### src/rtl/srif_pkg.sv
package srif_pkg;

    typedef enum logic [1:0] {
        ST_CMD   = 2'd0,
        ST_WRITE = 2'd1,
        ST_READ  = 2'd2
    } srif_state_e;

    localparam logic [3:0] A_STATUS = 4'd1;
    localparam logic [3:0] A_MODE   = 4'd2;
    localparam logic [3:0] A_CHAN   = 4'd3;
    localparam logic [3:0] A_FILT   = 4'd4;
    localparam logic [3:0] A_DATA   = 4'd5;
    localparam logic [3:0] A_OFFS   = 4'd6;
    localparam logic [3:0] A_GAIN   = 4'd7;
    localparam logic [3:0] A_PORT   = 4'd8;
    localparam logic [3:0] A_ID     = 4'd15;

    // registers whose access length is the full result width
    function automatic logic is_wide(input logic [3:0] a);
        return (a == A_DATA) || (a == A_OFFS) || (a == A_GAIN);
    endfunction

endpackage

### src/rtl/srif_sync.sv
module srif_sync (
    input  logic clk,
    input  logic rst_n,
    input  logic sclk,
    input  logic din,
    output logic fall,
    output logic din_s
);
    logic sclk_m, sclk_s, sclk_d, din_m;

    always_ff @(posedge clk or negedge rst_n) begin
        if (!rst_n) begin
            sclk_m <= 1'b1;
            sclk_s <= 1'b1;
            sclk_d <= 1'b1;
            din_m  <= 1'b0;
            din_s  <= 1'b0;
        end else begin
            sclk_m <= sclk;
            sclk_s <= sclk_m;
            sclk_d <= sclk_s;
            din_m  <= din;
            din_s  <= din_m;
        end
    end

    assign fall = sclk_d & ~sclk_s;
endmodule

### src/rtl/srif_ready.sv
module srif_ready #(
    parameter int unsigned DW = 24
) (
    input  logic          clk,
    input  logic          rst_n,
    input  logic          conv_valid,
    input  logic [DW-1:0] conv_data,
    input  logic          rd_busy,
    input  logic          rd_done,
    output logic [DW-1:0] data_q,
    output logic          fresh_q
);
    logic [DW-1:0] pend_q;
    logic          pend_v_q;

    always_ff @(posedge clk or negedge rst_n) begin
        if (!rst_n) begin
            data_q   <= '0;
            pend_q   <= '0;
            pend_v_q <= 1'b0;
            fresh_q  <= 1'b0;
        end else if (rd_done) begin
            pend_v_q <= 1'b0;
            if (conv_valid) begin
                data_q  <= conv_data;
                fresh_q <= 1'b1;
            end else if (pend_v_q) begin
                data_q  <= pend_q;
                fresh_q <= 1'b1;
            end else begin
                fresh_q <= 1'b0;
            end
        end else if (conv_valid) begin
            if (rd_busy) begin
                pend_q   <= conv_data;
                pend_v_q <= 1'b1;
            end else begin
                data_q  <= conv_data;
                fresh_q <= 1'b1;
            end
        end
    end
endmodule

### src/rtl/srif_regfile.sv
module srif_regfile
    import srif_pkg::*;
#(
    parameter int unsigned DW       = 24,
    parameter int unsigned NSLOT    = 5,
    parameter logic [7:0]  FILT_RST = 8'd69,
    parameter logic [7:0]  ID_VAL   = 8'hC3
) (
    input  logic          clk,
    input  logic          rst_n,
    input  logic          wr_en,
    input  logic [3:0]    wr_addr,
    input  logic [DW-1:0] wr_val,
    input  logic [3:0]    rd_addr,
    input  logic          fresh,
    input  logic [DW-1:0] data_val,
    output logic [DW-1:0] rd_val
);
    localparam int unsigned SW        = (NSLOT > 1) ? $clog2(NSLOT) : 1;
    localparam logic [3:0]  LAST_SLOT = 4'(NSLOT - 1);
    localparam logic [DW-1:0] GAIN_RST = {1'b1, {(DW-1){1'b0}}};

    logic [7:0]    mode_q, chan_q, filt_q, port_q;
    logic [DW-1:0] offs_q [NSLOT];
    logic [DW-1:0] gain_q [NSLOT];
    logic [3:0]    idx;
    logic [SW-1:0] slot;

    assign idx  = mode_q[0] ? {1'b0, chan_q[7:5]} : chan_q[7:4];
    assign slot = (idx > LAST_SLOT) ? LAST_SLOT[SW-1:0] : idx[SW-1:0];

    always_ff @(posedge clk or negedge rst_n) begin
        if (!rst_n) begin
            mode_q <= '0;
            chan_q <= '0;
            filt_q <= FILT_RST;
            port_q <= '0;
        end else if (wr_en) begin
            case (wr_addr)
                A_MODE:  mode_q <= wr_val[7:0];
                A_CHAN:  chan_q <= wr_val[7:0];
                A_FILT:  filt_q <= wr_val[7:0];
                A_PORT:  port_q <= wr_val[7:0];
                default: ;
            endcase
        end
    end

    for (genvar s = 0; s < NSLOT; s++) begin : g_slot
        always_ff @(posedge clk or negedge rst_n) begin
            if (!rst_n) begin
                offs_q[s] <= '0;
                gain_q[s] <= GAIN_RST;
            end else if (wr_en && slot == SW'(s)) begin
                if (wr_addr == A_OFFS) offs_q[s] <= wr_val;
                if (wr_addr == A_GAIN) gain_q[s] <= wr_val;
            end
        end
    end

    always_comb begin
        rd_val = '0;
        case (rd_addr)
            A_STATUS: rd_val[7:0] = {fresh, 7'b0};
            A_MODE:   rd_val[7:0] = mode_q;
            A_CHAN:   rd_val[7:0] = chan_q;
            A_FILT:   rd_val[7:0] = filt_q;
            A_DATA:   rd_val      = data_val;
            A_OFFS:   rd_val      = offs_q[slot];
            A_GAIN:   rd_val      = gain_q[slot];
            A_PORT:   rd_val[7:0] = port_q;
            A_ID:     rd_val[7:0] = ID_VAL;
            default:  rd_val      = '0;
        endcase
    end
endmodule

### src/rtl/cmd_serial_regif.sv
module cmd_serial_regif
    import srif_pkg::*;
#(
    parameter int unsigned DW       = 24,
    parameter int unsigned NSLOT    = 5,
    parameter logic [7:0]  FILT_RST = 8'd69,
    parameter logic [7:0]  ID_VAL   = 8'hC3
) (
    input  logic          clk,
    input  logic          rst_n,
    input  logic          sclk,
    input  logic          din,
    output logic          dout,
    output logic          rdy_n,
    input  logic          conv_valid,
    input  logic [DW-1:0] conv_data
);
    localparam int unsigned CW = $clog2(DW);

    srif_state_e   state_q, state_d;
    logic [CW-1:0] cnt_q, last_q;
    logic [DW-1:0] shreg_q, shnext, rd_val, data_q;
    logic [3:0]    addr_q;
    logic          fall, din_s, fresh;
    logic          cmd_last, data_last, wr_en, rd_busy, rd_done;

    srif_sync u_sync (
        .clk   (clk),
        .rst_n (rst_n),
        .sclk  (sclk),
        .din   (din),
        .fall  (fall),
        .din_s (din_s)
    );

    assign shnext    = {shreg_q[DW-2:0], din_s};
    assign cmd_last  = fall && (state_q == ST_CMD) && (cnt_q == CW'(7));
    assign data_last = fall && (state_q != ST_CMD) && (cnt_q == last_q);
    assign wr_en     = data_last && (state_q == ST_WRITE);
    assign rd_busy   = (state_q == ST_READ) && (addr_q == A_DATA);
    assign rd_done   = data_last && rd_busy;

    srif_regfile #(
        .DW       (DW),
        .NSLOT    (NSLOT),
        .FILT_RST (FILT_RST),
        .ID_VAL   (ID_VAL)
    ) u_regs (
        .clk      (clk),
        .rst_n    (rst_n),
        .wr_en    (wr_en),
        .wr_addr  (addr_q),
        .wr_val   (shnext),
        .rd_addr  (shnext[3:0]),
        .fresh    (fresh),
        .data_val (data_q),
        .rd_val   (rd_val)
    );

    srif_ready #(.DW(DW)) u_ready (
        .clk        (clk),
        .rst_n      (rst_n),
        .conv_valid (conv_valid),
        .conv_data  (conv_data),
        .rd_busy    (rd_busy),
        .rd_done    (rd_done),
        .data_q     (data_q),
        .fresh_q    (fresh)
    );

    // state register
    always_ff @(posedge clk or negedge rst_n) begin
        if (!rst_n) state_q <= ST_CMD;
        else        state_q <= state_d;
    end

    always_comb begin
        state_d = state_q;
        unique case (state_q)
            ST_CMD:   if (cmd_last)  state_d = shnext[6] ? ST_READ : ST_WRITE;
            ST_WRITE: if (data_last) state_d = ST_CMD;
            ST_READ:  if (data_last) state_d = ST_CMD;
            default:  state_d = ST_CMD;
        endcase
    end

    // counter, shifter and address capture
    always_ff @(posedge clk or negedge rst_n) begin
        if (!rst_n) begin
            cnt_q   <= '0;
            last_q  <= CW'(7);
            shreg_q <= '0;
            addr_q  <= '0;
        end else if (fall) begin
            unique case (state_q)
                ST_CMD: begin
                    if (cnt_q == CW'(7)) begin
                        cnt_q  <= '0;
                        addr_q <= shnext[3:0];
                        last_q <= is_wide(shnext[3:0]) ? CW'(DW - 1) : CW'(7);
                        if (!shnext[6])
                            shreg_q <= '0;
                        else if (is_wide(shnext[3:0]))
                            shreg_q <= rd_val;
                        else
                            shreg_q <= {rd_val[7:0], {(DW-8){1'b0}}};
                    end else begin
                        cnt_q   <= cnt_q + 1'b1;
                        shreg_q <= shnext;
                    end
                end
                ST_WRITE: begin
                    if (cnt_q == last_q) begin
                        cnt_q   <= '0;
                        shreg_q <= '0;
                    end else begin
                        cnt_q   <= cnt_q + 1'b1;
                        shreg_q <= shnext;
                    end
                end
                ST_READ: begin
                    if (cnt_q == last_q) begin
                        cnt_q   <= '0;
                        shreg_q <= '0;
                    end else begin
                        cnt_q   <= cnt_q + 1'b1;
                        shreg_q <= {shreg_q[DW-2:0], 1'b0};
                    end
                end
                default: cnt_q <= '0;
            endcase
        end
    end

    assign dout  = (state_q == ST_READ) & shreg_q[DW-1];
    assign rdy_n = ~fresh;
endmodule

### config.mk
export PLATFORM = sky130hd
export DESIGN_NAME = cmd_serial_regif
export DESIGN_NICKNAME = d
export VERILOG_FILES = /design/src/rtl/srif_pkg.sv /design/src/rtl/srif_sync.sv /design/src/rtl/srif_ready.sv /design/src/rtl/srif_regfile.sv /design/src/rtl/cmd_serial_regif.sv
export SDC_FILE = /design/constraint.sdc
export NUM_CORES = 1
export LEC_CHECK = 0
export CAP_MARGIN = 20
export CORE_MARGIN = 2
export CORE_UTILIZATION = 63
export DETAILED_ROUTE_END_ITERATION = 10
export GPL_TIMING_DRIVEN = 1
export PLACE_DENSITY_LB_ADDON = 0.08
export SKIP_CTS_REPAIR_TIMING = 1
export SKIP_LAST_GASP = 1
export SLEW_MARGIN = 20
export SYNTH_ARGS = -nofsm -noshare
export SYNTH_HDL_FRONTEND = slang
export SYNTH_SLANG_ARGS = --single-unit
export TNS_END_PERCENT = 1
### constraint.sdc
create_clock -name clk -period 3.4 [get_ports clk]
set_input_delay 0.68 -clock clk [delete_from_list [all_inputs] [get_ports clk]]
set_output_delay 0.68 -clock clk [all_outputs]
set_load 0.05 [all_outputs]
==> impl_results.md <==
- Synth top cells by count: dfrtp_1 (352), mux2_2 (259), nand2_1 (102)
- Worst Max-Slew Pin Slew: 0.8460 ns
- CTS tree: yes
- Synth Instances: 1472
- GRT Overall Usage: 0.3336
- H-tree level count: 2
- Drt pass-1 iters: 5
- Run status: completed
- Layout Cells excl Fill: 1866
- PwrDens: 561.2 nW/um^2
- Hold crit path type: input port to asynchronous set/reset pin
- Count leader, synth: dfrtp_1
- Die Ht: 168.1 um
- CTS clk-pin slew, worst paths: 0.06 ns
- F_max: 337.1 MHz
- Worst path required time: 3.81 ns
- Fin. Hold Viols: 0
- Port bufs: 30
- Antenna Nets Post-Route: 0
- CP Launch Type: register
- # clock sinks: 363
- EDFF count, synth: 0
- Final wirelength: 46.34 mm
- CP Launch Point: state_q[0]$_DFFE_PN0P_
- Number of diodes: 0
- Post-synth cell types: 76
- Top cell type's share of synthesized area: 0.5191
- Util after Layout: 0.7146
- Synthesis-stage register bit count: 363
- Root buffer cell: clkbuf_16
- R2R Path Start: state_q[0]$_DFFE_PN0P_
- Synthesized area per cell: 11.53 um^2
- Crit end category: register
- Die ar.: 28270 um^2
- Worst skew pair latency: 0.54 ns
- Skew final: 0.02157 ns
- Commonest register cell after synthesis: dfrtp_1
- Max FO, Critical Path: 20
- Total Power: 10.72 mW
- Period utilisation layout: 0.8724
- Pin count of the biggest net entering global routing: 78
- First-pass GRT wire length: 72.45 mm
- Post-Route Setup TNS: 0 ns
- Initial DRC Count: 1277
- Synth Net Count: 1507
- Routability congestion estimate: 0.8962
- Max-Cap Viols: 0
- Num rows: 60
- Die X: 168.1 um
- Leading area contributor after synthesis: dfrtp_1
- Num CTS Buffers: 39
- Max_slew headroom: 0.4360
- Syn. warnings: 0
- Area Overhead vs Synth: 12.53%
- Pre-CTS worst setup slack: 0.4700 ns
- # nets final: 1530
- Peak supply drop: 0.4173 mV
- Wire per inst: 24.83 um
- Layout cells sized above 1: 0.2852
- DP Cell Count: 1795
- Ports: 31
- Unrepaired setup endpoints after global routing: no
- Total number of vias: 12620
- Worst EP arrival: 3.38 ns
- Register-to-register setup slack: 0.43 ns
- Synthesized area: 16970 um^2
- Initial antenna violation count: 0
- Post-layout min period: 2.966 ns
- Sequential area share after synthesis: 0.5361
- Placeable core area: 26730 um^2
- Starting density of the core: 0.6350
- Kind of critical path: register to register
- Setup violators final: 0
- Async set-reset flop share out of synthesis: 1.000
- DRC viols: 0
- GRT overflow: 0
- Vias in the first global route: 12630
- Synth top area cells: dfrtp_1 (52%), mux2_2 (17%), o22ai_1 (2.5%), a21oi_1 (2.4%), nand2_1 (2.3%)
- Max clock buf depth: 3
- Layout fillers: 1938
- Max-slew violations: 0
- Setup slack after layout: 0.4338 ns
- Post-DP HPWL: 29.37 mm
- Pleak: 8.919 nW
- Drt via density: 6.764
layer usage:
metal,vias to the layer above,track usage,share of wire
met5,-,0,0
met4,0,0.1510,0.047
met3,143,0.05595,0.071
met2,538,0.5207,0.46
met1,6467,0.4653,0.43
li1,5474,-,-
power breakdown:
part	leakage (nW)	internal, mW	switching [mW]
Sequential	4.93	4.49	0.470
Clock	0.645	2.61	1.75
Combinational	3.35	0.483	0.926
cells in the final DEF, fill, tap and decap left out, types with 10 or more instances in the layout:
cell             count
buf_12              10
mux2_2             259
o22ai_1             69
clkbuf_16           39
o21ai_0             75
a21oi_1             83
nor2b_1             12
mux2i_1             25
a22oi_1             19
inv_1               20
nand3_1             18
dfrtp_1            352
nand2_1            102
clkbuf_1            11
buf_4               63
clkdlybuf4s50_1     29
o31ai_1             10
dfstp_2             11
a31oi_1             13
nor2_1              80
nor3_1              21
o221ai_1            28
layout make-up:
type | count | area [um^2] | area share
inverters | 20 | 75.07 | 0.003931
clock inverters | 13 | 176.4 | 0.009238
multi-input cells | 968 | 7216 | 0.3778
flip-flops and latches | 363 | 9097 | 0.4764
clock buffers | 58 | 1127 | 0.05903
well taps | 341 | 426.7 | 0.02234
repair buffers | 103 | 978.4 | 0.05123
logic make-up after synthesis:
| group | synth area share |
|---|---|
| xor+xnor | 0.001032 |
| compound gates | 0.1417 |
| mux | 0.1899 |
| buf+inv | 0.03981 |
| fa+ha+maj | 0.004424 |
| simple gates | 0.08700 |
| flops | 0.5361 |
stage by stage:
| stage | hold slack, ns | instance area [um^2] |
|---|---|---|
| after CTS | 0.1621 | 19100 |
| after detailed placement | 0.3491 | 17790 |
| after global routing | 0.1686 | 19100 |
| after global placement | 0.3336 | 17790 |
| final | 0.1351 | 19100 |
| after floorplan | 0.3312 | 16970 |
worst paths after layout:
check | endpoint | depth (start not counted)
setup / recovery | u_regs.gain_q[111]$_DFFE_PN0P_ | 7
hold / removal | cnt_q[3]$_DFFE_PN0P_ | 1
setup reg to reg | u_regs.gain_q[111]$_DFFE_PN0P_ | 7
hold reg to reg | u_sync.sclk_s$_DFF_PN1_ | 0
max in group asynchronous | u_regs.offs_q[86]$_DFFE_PN0P_ | 2
min in group clk | u_sync.sclk_s$_DFF_PN1_ | 0
worst max-delay path, stage by stage (launching register included):
cell and delay, ns:
dfrtp_1 0.43, inv_1 0.09, ha_1 0.27, or4_1 0.74
nor4_4 0.48, nand2_2 0.20, buf_4 0.31, mux2_2 0.30
state kept, by name, indices dropped and copies added, names as in the netlist, 2 cells and up:
name            cells
addr_q              4
state_q             2
u_regs.mode_q       8
u_ready.pend_q     24
u_regs.port_q       8
u_ready.data_q     24
u_regs.offs_q     120
shreg_q            24
cnt_q               5
u_regs.gain_q     120
u_regs.chan_q       8
u_regs.filt_q       8
Power figures use the tool's default switching activity.
